<file path="src/rtl/throttle_alert.sv">
module throttle_alert #(
  parameter int CLKS_PER_US = 100,
  parameter int W00_US      = 100,
  parameter int W01_US      = 1000,
  parameter int W10_US      = 12000,
  parameter int W11_US      = 6000,
  parameter int VSYS_DGL_US = 20
) (
  input  logic       clk,
  input  logic       rst_n,
  input  logic [6:0] evt_raw,
  input  logic       adp_present,
  input  logic [6:0] evt_mask,
  input  logic [1:0] width_sel,
  input  logic       hold_mode,
  input  logic       host_clr,
  output logic       alert_n,
  output logic       alert_busy
);
  localparam int WMA  = (W00_US > W01_US) ? W00_US : W01_US;
  localparam int WMB  = (W10_US > W11_US) ? W10_US : W11_US;
  localparam int WMAX = (WMA > WMB) ? WMA : WMB;
  localparam int WCW  = $clog2(WMAX + 1);
  localparam int PCW  = $clog2(CLKS_PER_US + 1);
  localparam int DCW  = $clog2(VSYS_DGL_US + 1);
  localparam logic [6:0] NO_ADP_KEEP = 7'b100_1100;

  logic [PCW-1:0] pre_q;
  logic [DCW-1:0] dgl_q;
  logic [WCW-1:0] wcnt_q, w_load;
  logic           bp_q, ao_q, on_q, hold_q;
  logic           tick, vsys_ok, lvl_any, shot_any, hit, clr_ok;
  logic [6:0]     eff_mask, live;

  assign tick     = pre_q == PCW'(CLKS_PER_US - 1);
  assign vsys_ok  = evt_raw[2] && (dgl_q == DCW'(VSYS_DGL_US));
  assign eff_mask = evt_mask & (adp_present ? 7'h7F : NO_ADP_KEEP);
  assign live     = eff_mask & {evt_raw[6:3], vsys_ok,
                                evt_raw[1] & ~bp_q, ~evt_raw[0] & ao_q};
  assign lvl_any  = |live[6:2];
  assign shot_any = |live[1:0];
  assign hit      = lvl_any | shot_any;
  assign clr_ok   = host_clr & hold_q;

  always_comb begin
    case (width_sel)
      2'b00:   w_load = WCW'(W00_US);
      2'b01:   w_load = WCW'(W01_US);
      2'b10:   w_load = WCW'(W10_US);
      default: w_load = WCW'(W11_US);
    endcase
  end

  always_ff @(posedge clk) begin
    if (!rst_n) begin
      pre_q  <= '0;
      dgl_q  <= '0;
      bp_q   <= evt_raw[1];
      ao_q   <= evt_raw[0];
      on_q   <= 1'b0;
      hold_q <= 1'b0;
      wcnt_q <= '0;
    end else begin
      pre_q <= tick ? '0 : pre_q + 1'b1;
      if (!evt_raw[2])
        dgl_q <= '0;
      else if (tick && dgl_q != DCW'(VSYS_DGL_US))
        dgl_q <= dgl_q + 1'b1;
      bp_q <= evt_raw[1];
      ao_q <= evt_raw[0];
      if ((!on_q || clr_ok) && hit) begin
        on_q   <= 1'b1;
        hold_q <= hold_mode;
        wcnt_q <= w_load;
      end else if (clr_ok) begin
        on_q   <= 1'b0;
        hold_q <= 1'b0;
      end else if (wcnt_q != '0) begin
        if (tick) wcnt_q <= wcnt_q - 1'b1;
      end else if (!hold_q && !lvl_any) begin
        on_q <= 1'b0;
      end
    end
  end

  assign alert_n    = ~on_q;
  assign alert_busy = on_q;
endmodule


</file>
<file path="config.mk">
export PLATFORM = sky130hd
export DESIGN_NAME = throttle_alert
export DESIGN_NICKNAME = d
export VERILOG_FILES = /design/src/rtl/throttle_alert.sv
export SDC_FILE = /design/constraint.sdc
export NUM_CORES = 1
export LEC_CHECK = 0
export ABC_AREA = 1
export CAP_MARGIN = 40
export CORE_MARGIN = 2
export CORE_UTILIZATION = 55
export CTS_CLUSTER_DIAMETER = 40
export CTS_CLUSTER_SIZE = 28
export DETAILED_ROUTE_END_ITERATION = 10
export PLACE_DENSITY = 0.91
export SLEW_MARGIN = 20
export SYNTH_ARGS = -nofsm -noshare
export SYNTH_HDL_FRONTEND = slang
export SYNTH_SLANG_ARGS = --single-unit
</file>
<file path="constraint.sdc">
create_clock -name clk -period 2.1 [get_ports clk]
set_input_delay 0.21 -clock clk [delete_from_list [all_inputs] [get_ports clk]]
set_output_delay 0.21 -clock clk [all_outputs]
set_load 0.005 [all_outputs]
</file>
==> flow_summary.json <==
{
  "status": "completed",
  "drive_gt1_share_pct": 9.231,
  "critPathRequiredTime_ns": 2.39,
  "ioPinCount": 23,
  "grt_overflow": 0,
  "grt_max_degree": 27,
  "grt_pass1_vias": 1766,
  "internal-power_uw": 969.4,
  "syn_nets": 329,
  "antenna_found_initial": 0,
  "cts-root-buf": "clkbuf_4",
  "dp_cells": 363,
  "io_buffers": 22,
  "rsz0062_at_grt": "false",
  "hold_depth": 1,
  "area_growth_pct": 14.91,
  "synth_area_per_cell_um2": 6.566,
  "cts_tree": "done",
  "start_util_pct": 57.92,
  "cts_made_buffers": 5,
  "critPathTopFamily": "simple AND/OR/NAND/NOR gates",
  "synth-main-ff-cell": "dfxtp_1",
  "via_per_inst": 5.129,
  "relSlewSlack_pct": 70.77,
  "finalInstanceArea_um2": 2256,
  "maxCapViolations": 0,
  "clkTransAtPathRegs_ns": 0.10,
  "r2r-start": "wcnt_q[0]",
  "yosysWarnings": 0,
  "fin_nets": 354,
  "setup_viol": 0,
  "cp_slowest_cell": "dfxtp_1",
  "worstSkewPairLatency_ns": 0.34,
  "wirelength_um": 3991,
  "setup_tns_ns": 0,
  "drc": 0,
  "hold_violations": 0,
  "p_sw_share_pct": 37.13,
  "antennaDiodeCount": 0,
  "drt-wirelength-per-cell_um": 10.76,
  "yosys-top-cells-count": "nand2_1, nor2_1, inv_1, dfxtp_1, nand3_1",
  "dieWidth_um": 63.75,
  "synth_edf_count": 0,
  "seq_power_share_pct": 43.0,
  "synth.cell_area_um2": 1963,
  "dp_hpwl_um": 3013,
  "drt_pass1_iterations": 4,
  "synth-seq-cells": 30,
  "endpoint_kind": "flip-flop",
  "pwr-share-clk_pct": 24.8,
  "synth.area.top_cells": "dfxtp_1, nand2_1, nor2_1, nand3_1, inv_1",
  "hold-path-endpoint": "bp_q",
  "fin_crit_sh_pct": 87.51,
  "htreeDepth": 2,
  "synth.distinct_cells": 33,
  "grt_usage_pct": 22.40,
  "reg2reg_slack_ns": 0.26,
  "skew_ns": 0.004595,
  "finalNonFillerCells": 371,
  "dpl-instance-area_um2": 2192,
  "worstPathMaxFanout": 14,
  "powerDensity_nw_per_um2": 683.4,
  "cts_resized": 0,
  "cp-start-kind": "flip-flop",
  "dieHeight_um": 63.75,
  "num_rows": 21,
  "worst-path-buf-inv": 2,
  "yosysMostFrequentCell": "nand2_1",
  "crit_path_max_incr_delay_ns": 0.34,
  "combPwrFrac_pct": 32.3,
  "crit_chain": "inv_1 -> ha_1 -> nand2_2 -> nor2_4 -> nand3_4 -> nand2_4 -> nand2_2 -> clkinv_2 -> nor2_1 -> nor2_1",
  "syn_inst": 299,
  "yosysSeqAreaShare_pct": 30.59,
  "vdd_ir_drop_max_v": 0.0003867,
  "crit_arrival_ns": 2.12,
  "leakage_uw": 0.001056,
  "die_area_um2": 4063,
  "coreArea_um2": 3390,
  "fmaxAchievable_ghz": 0.5441,
  "crit_type": "reg -> reg",
  "cts_buffer_depth": 2,
  "clkSinkCount": 30,
  "p_sw_uw": 572.4,
  "detail-route-antenna-nets": 0,
  "min_from": "evt_raw[1]",
  "min_path_type": "in -> reg",
  "period_needed_ns": 1.838,
  "drt_iter0_markers": 76,
  "maxSlewViolCount": 0,
  "reg2reg_depth": 10,
  "tightest_slew_ns": 0.4371,
  "hold_buffers": 0,
  "ys_async_sr_fraction_pct": 0,
  "vias": 1903,
  "grt_pass1_wl_um": 7293,
  "cts_setup_buffers": 0,
  "synth_top_area_share_pct": 30.59,
  "yosys.area.top_type": "dfxtp_1",
  "globalplace.congestion": 0.8874,
  "r2r-end": "wcnt_q[13]"
}
-- power by group through the flow --
| stage | combinational [µW] | clock [µW] | sequential (µW) |
|---|---|---|---|
| finish | 497 | 382 | 662 |
| global route | 573 | 402 | 668 |
| CTS | 494 | 387 | 660 |
| detailed placement | 489 | 0 | 673 |
| global placement | 477 | 0 | 674 |
| floorplan | 382 | 0 | 663 |
-- stage by stage --
step	total power (µW)	util [%]	hold slack, ns	setup slack, ns
after global routing	1643	66.56	0.3329	0.04915
after detailed placement	1163	64.67	0.4580	0.1745
after floorplan	1045	-	0.2377	0.6009
final	1542	66.56	0.3346	0.2622
after CTS	1541	66.56	0.3201	0.2713
after global placement	1151	64.67	0.4417	0.2370
-- worst register-to-register path: stages, from the launching register on --
cell and delay [ns]:
dfxtp_1 0.34, inv_1 0.12, ha_1 0.29, nand2_2 0.14, nor2_4 0.19, nand3_4 0.14, nand2_4 0.18, nand2_2 0.11
clkinv_2 0.13, nor2_1 0.06, nor2_1 0.08
-- kinds of logic after synthesis --
family	synth area share [%]
buf+inv	10.01
fa+ha+maj	5.736
flops	30.59
compound gates	6.182
simple gates	45.70
xor+xnor	1.784
-- registers in the layout, indices dropped and copies added (netlist names) --
signal,cells
wcnt_q,14
alert_busy,1
pre_q,7
bp_q,1
hold_q,1
ao_q,1
dgl_q,5
-- worst max path at each step --
stage	start	endpoint	slack, ns	cells past startpoint
floorplan	wcnt_q[0]	wcnt_q[7]	0.60	10
global placement	evt_raw[2]	wcnt_q[10]	0.24	9
detailed placement	adp_present	wcnt_q[9]	0.17	10
CTS	wcnt_q[0]	wcnt_q[12]	0.27	10
global route	wcnt_q[0]	wcnt_q[4]	0.05	10
finish	wcnt_q[0]	wcnt_q[13]	0.26	10
-- per-layer routing --
layer  track usage [%]  part of all wire, %
met2             36.05                   45
met5                 0                    0
met3             6.338                  5.4
met1             29.14                   48
met4             6.793                  1.5
-- layout by cell type (no fill, tap or decap), drive strengths merged, types with 7 or more instances in the layout --
| cell | instances |
|---|---|
| nand2 | 89 |
| o21ai | 7 |
| nor2 | 53 |
| ha | 9 |
| nand3b | 7 |
| nand3 | 32 |
| dfxtp | 30 |
| a21oi | 9 |
| clkdlybuf4s50 | 22 |
| inv | 36 |
-- area by class of cell --
| type | count | area [µm²] |
|---|---|---|
| well taps | 46 | 57.56 |
| multi-input cells | 227 | 1166 |
| flip-flops and latches | 30 | 600.6 |
| repair buffers | 23 | 227.7 |
| clock buffers | 6 | 51.30 |
| inverters | 37 | 140.1 |
| fillers | 290 | 1134 |
| clock inverters | 2 | 12.51 |
Note: power is estimated with default switching activity, not from simulation.
